<file path="config.mk">
export PLATFORM = sky130hd
export DESIGN_NAME = omega_net
export DESIGN_NICKNAME = d
export VERILOG_FILES = /design/src/rtl/omega_pkg.sv /design/src/rtl/omega_switch.sv /design/src/rtl/omega_stage.sv /design/src/rtl/omega_net.sv
export SDC_FILE = /design/constraint.sdc
export NUM_CORES = 1
export LEC_CHECK = 0
export BUFFER_PORTS_ARGS = -buffer_cell sky130_fd_sc_hd__buf_2
export CORE_MARGIN = 2
export CORE_UTILIZATION = 45
export DETAILED_ROUTE_END_ITERATION = 10
export PLACE_DENSITY = 0.72
export SKIP_CTS_REPAIR_TIMING = 1
export SLEW_MARGIN = 20
export SYNTH_ARGS = -nofsm -noshare
export SYNTH_HDL_FRONTEND = slang
export SYNTH_SLANG_ARGS = --single-unit
</file>
<file path="constraint.sdc">
create_clock -name clk_i -period 2.11 [get_ports clk_i]
set_input_delay 0.1055 -clock clk_i [delete_from_list [all_inputs] [get_ports clk_i]]
set_output_delay 0.1055 -clock clk_i [all_outputs]
set_load 0.01 [all_outputs]
</file>
<file path="src/rtl/omega_pkg.sv">
package omega_pkg;

  typedef enum logic [1:0] {
    SEL_NONE,
    SEL_UPPER,
    SEL_LOWER
  } sel_e;

  // perfect shuffle: rotate index bits left by one
  function automatic int unsigned shuffle_idx(int unsigned idx, int unsigned bits);
    int unsigned mask;
    mask = (1 << bits) - 1;
    return ((idx << 1) | (idx >> (bits - 1))) & mask;
  endfunction

endpackage

</file>
<file path="src/rtl/omega_switch.sv">
module omega_switch
  import omega_pkg::*;
#(
  parameter int ADDR_W  = 3,
  parameter int DATA_W  = 16,
  parameter int BIT_POS = 2,
  localparam int PKT_W  = 1 + 2 * ADDR_W + DATA_W
) (
  input  logic [PKT_W-1:0]  up_i,
  input  logic [PKT_W-1:0]  lo_i,
  output logic [PKT_W-1:0]  up_o,
  output logic [PKT_W-1:0]  lo_o,
  output logic              drop_o,
  output logic [ADDR_W-1:0] drop_src_o
);

  localparam int VLD_POS  = PKT_W - 1;
  localparam int DBIT_POS = DATA_W + ADDR_W + BIT_POS;

  logic up_v, lo_v, up_b, lo_b;
  sel_e sel_up, sel_lo;

  assign up_v = up_i[VLD_POS];
  assign lo_v = lo_i[VLD_POS];
  assign up_b = up_i[DBIT_POS];
  assign lo_b = lo_i[DBIT_POS];

  always_comb begin
    sel_up = SEL_NONE;
    if (up_v && !up_b)      sel_up = SEL_UPPER;
    else if (lo_v && !lo_b) sel_up = SEL_LOWER;
    sel_lo = SEL_NONE;
    if (up_v && up_b)       sel_lo = SEL_UPPER;
    else if (lo_v && lo_b)  sel_lo = SEL_LOWER;
  end

  always_comb begin
    unique case (sel_up)
      SEL_UPPER: up_o = up_i;
      SEL_LOWER: up_o = lo_i;
      default:   up_o = '0;
    endcase
    unique case (sel_lo)
      SEL_UPPER: lo_o = up_i;
      SEL_LOWER: lo_o = lo_i;
      default:   lo_o = '0;
    endcase
  end

  // lower line loses when both ask for the same output
  assign drop_o     = up_v && lo_v && (up_b == lo_b);
  assign drop_src_o = lo_i[DATA_W +: ADDR_W];

  always_comb begin
    AST_SW_CONSERVE: assert ($countones({up_o[VLD_POS], lo_o[VLD_POS], drop_o})
                             == $countones({up_v, lo_v}));
    if (drop_o) begin
      AST_SW_UPPER_WINS: assert ((up_b ? sel_lo : sel_up) == SEL_UPPER);
    end
  end

endmodule

</file>
<file path="src/rtl/omega_stage.sv">
module omega_stage
  import omega_pkg::*;
#(
  parameter int N_PORTS = 8,
  parameter int DATA_W  = 16,
  parameter int STAGE   = 0,
  localparam int ADDR_W = $clog2(N_PORTS),
  localparam int PKT_W  = 1 + 2 * ADDR_W + DATA_W,
  localparam int N_SW   = N_PORTS / 2
) (
  input  logic [PKT_W-1:0]   lines_i [N_PORTS],
  output logic [PKT_W-1:0]   lines_o [N_PORTS],
  output logic [N_PORTS-1:0] drop_mask_o
);

  localparam int BIT_POS = ADDR_W - 1 - STAGE;

  logic [PKT_W-1:0]  shuf [N_PORTS];
  logic [N_SW-1:0]   drop;
  logic [ADDR_W-1:0] drop_src [N_SW];

  for (genvar i = 0; i < N_PORTS; i++) begin : g_shuf
    assign shuf[shuffle_idx(i, ADDR_W)] = lines_i[i];
  end

  for (genvar k = 0; k < N_SW; k++) begin : g_sw
    omega_switch #(
      .ADDR_W (ADDR_W),
      .DATA_W (DATA_W),
      .BIT_POS(BIT_POS)
    ) i_switch (
      .up_i      (shuf[2*k]),
      .lo_i      (shuf[2*k+1]),
      .up_o      (lines_o[2*k]),
      .lo_o      (lines_o[2*k+1]),
      .drop_o    (drop[k]),
      .drop_src_o(drop_src[k])
    );
  end

  always_comb begin
    drop_mask_o = '0;
    for (int k = 0; k < N_SW; k++) begin
      if (drop[k]) drop_mask_o[drop_src[k]] = 1'b1;
    end
  end

endmodule

</file>
<file path="src/rtl/omega_net.sv">
module omega_net #(
  parameter int N_PORTS = 8,
  parameter int DATA_W  = 16,
  localparam int ADDR_W = $clog2(N_PORTS),
  localparam int STAGES = ADDR_W,
  localparam int PKT_W  = 1 + 2 * ADDR_W + DATA_W
) (
  input  logic                       clk_i,
  input  logic                       rst_ni,
  input  logic [N_PORTS-1:0]         in_valid_i,
  input  logic [N_PORTS*ADDR_W-1:0]  in_dest_i,
  input  logic [N_PORTS*DATA_W-1:0]  in_data_i,
  output logic [N_PORTS-1:0]         out_valid_o,
  output logic [N_PORTS*ADDR_W-1:0]  out_src_o,
  output logic [N_PORTS*DATA_W-1:0]  out_data_o,
  output logic [N_PORTS-1:0]         blocked_o
);

  logic [PKT_W-1:0]   lines [STAGES+1][N_PORTS];
  logic [N_PORTS-1:0] masks [STAGES];
  logic [PKT_W-1:0]   in_q  [N_PORTS];
  logic [PKT_W-1:0]   out_q [N_PORTS];
  logic [N_PORTS-1:0] blocked_d, blocked_q, valid_q;
  logic [ADDR_W-1:0]  out_dest [N_PORTS];

  always_ff @(posedge clk_i or negedge rst_ni) begin
    if (!rst_ni) begin
      for (int i = 0; i < N_PORTS; i++) in_q[i] <= '0;
    end else begin
      for (int i = 0; i < N_PORTS; i++) begin
        in_q[i] <= {in_valid_i[i], in_dest_i[i*ADDR_W +: ADDR_W],
                    ADDR_W'(i), in_data_i[i*DATA_W +: DATA_W]};
      end
    end
  end

  for (genvar i = 0; i < N_PORTS; i++) begin : g_in
    assign lines[0][i] = in_q[i];
    assign valid_q[i]  = in_q[i][PKT_W-1];
  end

  for (genvar s = 0; s < STAGES; s++) begin : g_stage
    omega_stage #(
      .N_PORTS(N_PORTS),
      .DATA_W (DATA_W),
      .STAGE  (s)
    ) i_stage (
      .lines_i    (lines[s]),
      .lines_o    (lines[s+1]),
      .drop_mask_o(masks[s])
    );
  end

  always_comb begin
    blocked_d = '0;
    for (int s = 0; s < STAGES; s++) blocked_d |= masks[s];
  end

  always_ff @(posedge clk_i or negedge rst_ni) begin
    if (!rst_ni) begin
      for (int j = 0; j < N_PORTS; j++) out_q[j] <= '0;
      blocked_q <= '0;
    end else begin
      for (int j = 0; j < N_PORTS; j++) out_q[j] <= lines[STAGES][j];
      blocked_q <= blocked_d;
    end
  end

  for (genvar j = 0; j < N_PORTS; j++) begin : g_out
    assign out_valid_o[j]                     = out_q[j][PKT_W-1];
    assign out_dest[j]                        = out_q[j][DATA_W+ADDR_W +: ADDR_W];
    assign out_src_o[j*ADDR_W +: ADDR_W]      = out_q[j][DATA_W +: ADDR_W];
    assign out_data_o[j*DATA_W +: DATA_W]     = out_q[j][DATA_W-1:0];

    AST_DEST_MATCH: assert property (@(posedge clk_i) disable iff (!rst_ni)
      out_valid_o[j] |-> (out_dest[j] == ADDR_W'(j)));

    AST_BLOCKED_HAD_VALID: assert property (@(posedge clk_i) disable iff (!rst_ni)
      blocked_o[j] |-> $past(in_valid_i[j], 2));
  end

  assign blocked_o = blocked_q;

  AST_CONSERVE: assert property (@(posedge clk_i) disable iff (!rst_ni)
    1'b1 |=> ($countones(out_valid_o) + $countones(blocked_o)
              == $countones($past(valid_q))));

  AST_IDLE_QUIET: assert property (@(posedge clk_i) disable iff (!rst_ni)
    (valid_q == '0) |=> (out_valid_o == '0 && blocked_o == '0));

  AST_PROGRESS: assert property (@(posedge clk_i) disable iff (!rst_ni)
    (valid_q != '0) |=> (out_valid_o != '0));

endmodule

</file>
==> results of run 1 <==
-- report_power, final --
part	switching [mW]	internal [mW]	total (mW)	leakage, nW
clock	2.65	3.61	6.27	0.582
combinational	1.63	1.34	2.97	4.67
sequential	0.207	6.61	6.81	4.18
total	4.49	11.6	16.1	9.43
-- synthesized netlist by cell type (4+ instances only) --
master / n / area, um2
buf_1: 8 / 30.0
clkbuf_1: 47 / 176
nand2_1: 53 / 199
nand3b_1: 9 / 67.6
nor2b_1: 7 / 43.8
nor2_1: 35 / 131
and2_1: 12 / 75.1
o32a_1: 4 / 40.0
xnor2_1: 5 / 43.8
inv_1: 9 / 33.8
nand4_1: 5 / 31.3
a31oi_1: 4 / 25.0
a21oi_1: 5 / 25.0
o31ai_1: 4 / 30.0
o21ai_0: 7 / 35.0
nor3_1: 4 / 20.0
or2_2: 4 / 25.0
buf_2: 33 / 165
o22ai_1: 139 / 870
o22a_1: 136 / 1190
and3b_1: 5 / 43.8
dfrtp_1: 329 / 8230
or3_1: 4 / 25.0
and3_1: 11 / 68.8
nand3_1: 15 / 75.1
o221ai_1: 9 / 78.8
nand2b_1: 13 / 81.3
a22oi_1: 129 / 968
o21ai_1: 7 / 35.0
-- critical path, stage by stage, from the launching register on --
cell	delay, ns
dfrtp_1	0.37
buf_4	0.17
nand3b_1	0.11
o31a_1	0.28
nand2b_4	0.20
nand2_2	0.08
xor2_1	0.19
buf_4	0.15
o32a_1	0.36
o2111ai_2	0.20
-- final cells by class --
cell class | instances | area, um2
diodes | 2 | 5.00
flip-flops and latches | 329 | 8240
repair buffers | 692 | 5250
clock buffers | 46 | 1030
multi-input cells | 674 | 5480
fillers | 2023 | 8810
clock inverters | 18 | 149
well taps | 390 | 488
inverters | 9 | 33.8
-- worst paths after layout --
check	endpoint	slack, ns	cells past startpoint
max	blocked_o[5]$_DFF_PN0_	-0.1	9
min	out_data_o[101]$_DFF_PN0_	0.18	2
max reg2reg	blocked_o[5]$_DFF_PN0_	-0.1	9
min reg2reg	blocked_o[2]$_DFF_PN0_	0.68	2
max in group asynchronous	in_q[8]$_DFF_PN0_	1.23	3
min in group clk_i	in_q[88]$_DFF_PN0_	0.22	2
-- per-stage QoR --
stage                     instances  setup WS, ns
after floorplan                1107       0.00592
after global placement         1902        -0.220
after detailed placement       1902        -0.224
after CTS                      1966        -0.246
after global routing           2159        -0.158
final                          2160       -0.0951
-- cell families after synthesis --
family,after synthesis,share of synthesized area
muxes,5,0.00439
xor gates and xnor gates,8,0.00523
DFF,329,0.614
buffers and inverters,104,0.0348
AOI/OAI and AO/OA,469,0.266
other,1,0.000280
and+or+nand+nor,191,0.0752
-- per-layer routing --
metal / up-vias / part of all wire
met2: 1076 / 0.46
li1: 5565 / -
met5: - / 0
met4: 0 / 0.062
met1: 6486 / 0.37
met3: 240 / 0.11
-- registers in the layout, indices dropped and copies added, names as in the netlist --
signal and cells:
in_q 161, out_data_o 128, out_src_o 24, blocked_o 8, out_valid_o 8
-- cell usage in the layout, fill, tap and decap left out, types with 17 or more instances in the layout --
cell | synthesis | routed
buf_2 | 33 | 329
dfrtp_1 | 329 | 325
buf_6 | 3 | 17
a22oi_1 | 129 | 126
o22a_1 | 136 | 123
o22ai_1 | 139 | 96
buf_4 | 3 | 153
nand2_1 | 53 | 45
buf_12 | 0 | 26
dlygate4sd3_1 | 0 | 161
o22ai_2 | 0 | 37
nor2_1 | 35 | 34
clkbuf_16 | 0 | 41
==> metrics, run 1 <==
design area=20,700 um2; Post-Syn Nets=1,269; GP Congestion=just under 1; drt pass-1 iters=8; clock root buffer=clkbuf_16; # rows=63; ys flop type=dfrtp_1; clk_skew=roughly 0.017 ns; number of clock buffers inserted by TritonCTS=36; Clock Pin Slew Worst Setup and Hold Paths=~0.070 ns; Avg Vias per Cell=roughly 6.2; FFs w/ async S/R, synth=1.00; GR Util met3=0.0726; DPL Wire Length=~38,000 um; largest net degree at the start of global routing=76; synth unique cells=66; Layout Nets=between 1.5k and 2k; Die Y=roughly 180 um; PortBufs=329; Least-Margin Pin Slew=around 0.7 ns; Synth Cell Area=~13,000 um2; drt total wl=around 56,000 um; Syn-to-layout area delta=54.2%; status=finished with violations; Critical Path RT=~2.5 ns; Post-DP Area=16,700 um2; CP endpoint kind=register; RR Startpoint=in_q[160]$_DFF_PN0_; # IOs=between 300 and 400; critical path class=register to register; Synth Register Bits=about 330; register area share after synthesis=0.614; clock sinks=329; TNS Setup=-0.503 ns; htree depth=2; Clk Latency, worst-skew pair=between 0.5 and 0.6 ns; GRT Overall Usage=0.312; top fanout value on the critical path=10; FMAX=0.453 GHz; PwrDens=between 700 and 800 nW/um2; yosys warns=0; fin crit share=1.05; hold crit path type=input port to asynchronous set/reset pin; clock buffer depth=3; core footprint=29,500 um2; CP arrival=approximately 2.6 ns; Pwr Total=16.1 mW; failing checks=negative setup slack; RSZ-0062 raised after global routing=true; Die Wd=between 150 and 200 um; Final Hold Fails=0; crit path launch type=register; met1 GRT Util=0.433; first-pass GRT wire length=slightly above 70,000 um; Worst slew margin=0.544; Initial Util=0.455; DRC viols=0; Slew Limit Fails=0; number of synthesized flops with an enable pin=0; Worst Setup SP=in_q[160]$_DFF_PN0_; drt wl/cell=~26 um; Worst Slack Setup Final=-0.0951 ns; Via Count=between 10k and 15k; layout cells sized above 1=0.414; grt ovf=0; setup violators final=22; minimum clock period=2.21 ns; CTS tree=done; Initial DRC Count=between 1.5k and 2k; syn_area_per_cell=between 10 and 15 um2; WHS=~0.18 ns; post-synthesis cell count=1,107; fin util=0.701; DIE AREA=between 30,000 and 40,000 um2; LEAKAGE=~9.4 nW; Antenna Nets Post-Route=0; vias in the first global route=between 10k and 15k; peak supply drop=0.645 mV; grt peak-use layer=met2; met2 Use GR=0.468; initial antenna violation count=2; max cap viols=0
No activity file was read; power rests on OpenSTA's default activity.
==> run 2, diff against run 1 <==
--- a/config.mk
+++ b/config.mk
@@ -5,11 +5,12 @@
 export SDC_FILE = /design/constraint.sdc
 export NUM_CORES = 1
 export LEC_CHECK = 0
+export ABC_AREA = 1
 export BUFFER_PORTS_ARGS = -buffer_cell sky130_fd_sc_hd__buf_2
 export CORE_MARGIN = 2
 export CORE_UTILIZATION = 45
 export DETAILED_ROUTE_END_ITERATION = 10
-export PLACE_DENSITY = 0.72
+export PLACE_DENSITY = 0.71
 export SKIP_CTS_REPAIR_TIMING = 1
 export SLEW_MARGIN = 20
 export SYNTH_ARGS = -nofsm -noshare
==> metrics, run 2 <==
status=complete, no violations (was finished with violations); Die Wd=183 um (was 177 um); PortBufs=329 (unchanged); final-layout fill cell count=2,577 (was 2,023); worst path bufs/invs=3 (was 2); Initial Util=0.457 (was 0.455); syn_area_per_cell=9.16 um2 (was 12.1 um2); Avg Vias per Cell=5.57 (was 6.19); GRT Overall Usage=0.310 (was 0.312); drt total wl=57,900 um (was 56,100 um); Worst path max stage delay=0.45 ns (was 0.37 ns); CP top delay family=compound AO/OA/AOI/OAI gates (unchanged); setup violators final=0 (was 22); yosys warns=0 (unchanged); most used cell, CP=o22ai_1 (was buf_4); top cells by count, synth=inv_1 (447), o22ai_1 (402), dfrtp_1 (329) (was dfrtp_1 (329), o22ai_1 (139), o22a_1 (136)); number of synthesized flops with an enable pin=0 (unchanged); FFs w/ async S/R, synth=1.00 (unchanged); core footprint=31,600 um2 (was 29,500 um2); synth top area cells=dfrtp_1 (57%), o22ai_1 (17%), inv_1 (12%) (was dfrtp_1 (61%), o22a_1 (8.9%), a22oi_1 (7.2%)); grt ovf=0 (unchanged); PwrDens=792 nW/um2 (was 777 nW/um2); largest net degree at the start of global routing=76 (unchanged); initial antenna violation count=2 (unchanged); peak supply drop=0.664 mV (was 0.645 mV); LEAKAGE=10.2 nW (was 9.43 nW); Synth Area in Compound Gates=0.184 (was 0.266); CP endpoint kind=register (unchanged); post-synthesis cell count=1,574 (was 1,107); most common cell in the synthesized netlist=inv_1 (was dfrtp_1); Layout Nets=2,294 (was 1,904); Final Hold Fails=0 (unchanged); DPL Wire Length=40,600 um (was 38,300 um); max cap viols=0 (unchanged); # rows=65 (was 63); crit path launch type=register (unchanged); vias in the first global route=13.1k (was 11.8k); CP arrival=2.47 ns (was 2.63 ns); DIE AREA=33,500 um2 (was 31,200 um2); hold crit path type=input port to asynchronous set/reset pin (unchanged); TNS Setup=0 ns (was -0.503 ns); Die Y=183 um (was 177 um); Least-Margin Pin Slew=0.512 ns (was 0.684 ns); number of clock buffers inserted by TritonCTS=36 (unchanged); synthesized-area fraction occupied by adder cells=0 (unchanged); post-synthesis simple-gate area fraction=0.0896 (was 0.0752); Synth Register Bits=329 (unchanged); Post-DP Area=17,000 um2 (was 16,700 um2); Synth area leader=dfrtp_1 (unchanged); FMAX=0.485 GHz (was 0.453 GHz); GP Congestion=0.998 (was 0.975); design area=20,000 um2 (was 20,700 um2); ys flop type=dfrtp_1 (unchanged); most frequent cells in the layout=inv_1 (446), o22ai_1 (398), buf_2 (328) (was buf_2 (329), dfrtp_1 (325), dlygate4sd3_1 (161)); Syn-to-layout area delta=38.9% (was 54.2%); Clk Latency, worst-skew pair=0.52 ns (was 0.53 ns); top fanout value on the critical path=16 (was 10); Synth Area in XOR/XNOR=0 (was 0.00523); Worst path slowest cell=dfrtp_2 (was dfrtp_1); Initial DRC Count=1,541 (was 1,585); Antenna Nets Post-Route=0 (unchanged); Largest register FFs=161 (unchanged); htree depth=2 (unchanged); fin crit share=0.978 (was 1.05); clock root buffer=clkbuf_16 (unchanged); Via Count=14.2k (was 13.4k); Pwr Total=15.9 mW (was 16.1 mW); # IOs=330 (unchanged); post-synthesis mux area share=0 (was 0.00439); layout cells sized above 1=0.269 (was 0.414); largest family of logic cells by synthesized area=compound AO/OA/AOI/OAI gates (unchanged); clock sinks=329 (unchanged); commonest non-fill, non-tap cell in the layout=inv_1 (was buf_2); CTS tree=done (unchanged); top cell type's share of synthesized area=0.571 (was 0.614); synth unique cells=31 (was 66); register area share after synthesis=0.571 (was 0.614); Post-Syn Nets=1,736 (was 1,269); Clock Pin Slew Worst Setup and Hold Paths=0.06 ns (was 0.07 ns); minimum clock period=2.06 ns (was 2.21 ns); drt pass-1 iters=7 (was 8); Critical Path RT=2.52 ns (was 2.54 ns); Worst slew margin=0.659 (was 0.544); clk_skew=0.0168 ns (was 0.0175 ns); Biggest register=in_q (unchanged); DRC viols=0 (unchanged); drt wl/cell=22.6 um (was 25.9 um); critical path cell sequence=nand2_2 > nand2_2 > buf_12 > o22ai_1 > inv_1 > o22ai_1 > inv_1 > o22ai_1 (was buf_4 > nand3b_1 > o31a_1 > nand2b_4 > nand2_2 > xor2_1 > buf_4 > o32a_1 > o2111ai_2); first-pass GRT wire length=77,400 um (was 72,000 um); critical path class=register to register (unchanged); Synth Cell Area=14,400 um2 (was 13,400 um2); clock buffer depth=3 (unchanged); Slew Limit Fails=0 (unchanged)
[run 2: changes by cell type after synthesis, moves of 17 or more]
cell      delta
nand2_1     +74
o22a_1     -136
inv_2       +17
nand2_2     +18
a22oi_1    -129
o22ai_1    +263
nand3_1     +30
clkbuf_1    -31
inv_1      +438
[run 2: worst paths after layout]
check	start	endpoint	slack, ns	depth (start not counted)
min in group clk_i	in_dest_i[23]	in_q[21]$_DFF_PN0_	0.22	2
setup reg to reg	in_q[183]$_DFF_PN0_	out_data_o[68]$_DFF_PN0_	0.05	8
hold / removal	rst_ni	in_q[120]$_DFF_PN0_	0.13	2
hold reg to reg	in_q[183]$_DFF_PN0_	blocked_o[4]$_DFF_PN0_	0.76	4
setup / recovery	in_q[183]$_DFF_PN0_	out_data_o[68]$_DFF_PN0_	0.05	8
max in group asynchronous	rst_ni	in_q[67]$_DFF_PN0_	1.19	3
[run 2: worst register-to-register path, delay by kind of cell, from the launching register on]
family / cells / cell delay (ns)
simple gates: 2 / 0.28
buf+inv: 3 / 0.44
compound gates: 3 / 0.78
flops: 1 / 0.45
[run 2: cell families (layout without fill, tap and decap cells)]
family          Yosys count  in the layout
buf+inv                 547           1129
flops                   329            329
simple gates            273            273
compound gates          424            424
other cells               1              3
[run 2: report_power, final]
| group | total (mW) | switching [mW] | internal, mW |
|---|---|---|---|
| sequential | 6.77 | 0.151 | 6.62 |
| clock | 6.35 | 2.61 | 3.74 |
| combinational | 2.74 | 1.70 | 1.04 |
[run 2: cell type report]
| cell class | count | area [um2] | share of cell area |
|---|---|---|---|
| inverters | 465 | 1750 | 0.0872 |
| multi-input cells | 698 | 4070 | 0.203 |
| clock inverters | 14 | 169 | 0.00844 |
| flip-flops and latches | 329 | 8240 | 0.411 |
| repair buffers | 602 | 4280 | 0.214 |
| diodes | 2 | 5.00 | 0.000250 |
| clock buffers | 48 | 1010 | 0.0503 |
| well taps | 402 | 503 | 0.0251 |
[run 2: routing by layer]
layer / part of all wire / track usage
met5: 0 / 0
met1: 0.41 / 0.437
met4: 0.050 / 0.135
met2: 0.46 / 0.475
met3: 0.081 / 0.0536
[run 2: per-stage QoR]
stage | setup slack (ns) | std cells | hold WS, ns | utilization
2_1_floorplan | 0.391 | 1574 | -0.190 | -
3_3_place_gp | -0.0197 | 2330 | 0.0798 | 0.540
3_5_place_dp | -0.0133 | 2330 | 0.0871 | 0.540
4_1_cts | -0.0315 | 2392 | -0.452 | 0.577
5_1_grt | -0.0397 | 2560 | 0.181 | 0.634
6_report | 0.0467 | 2560 | 0.126 | 0.634
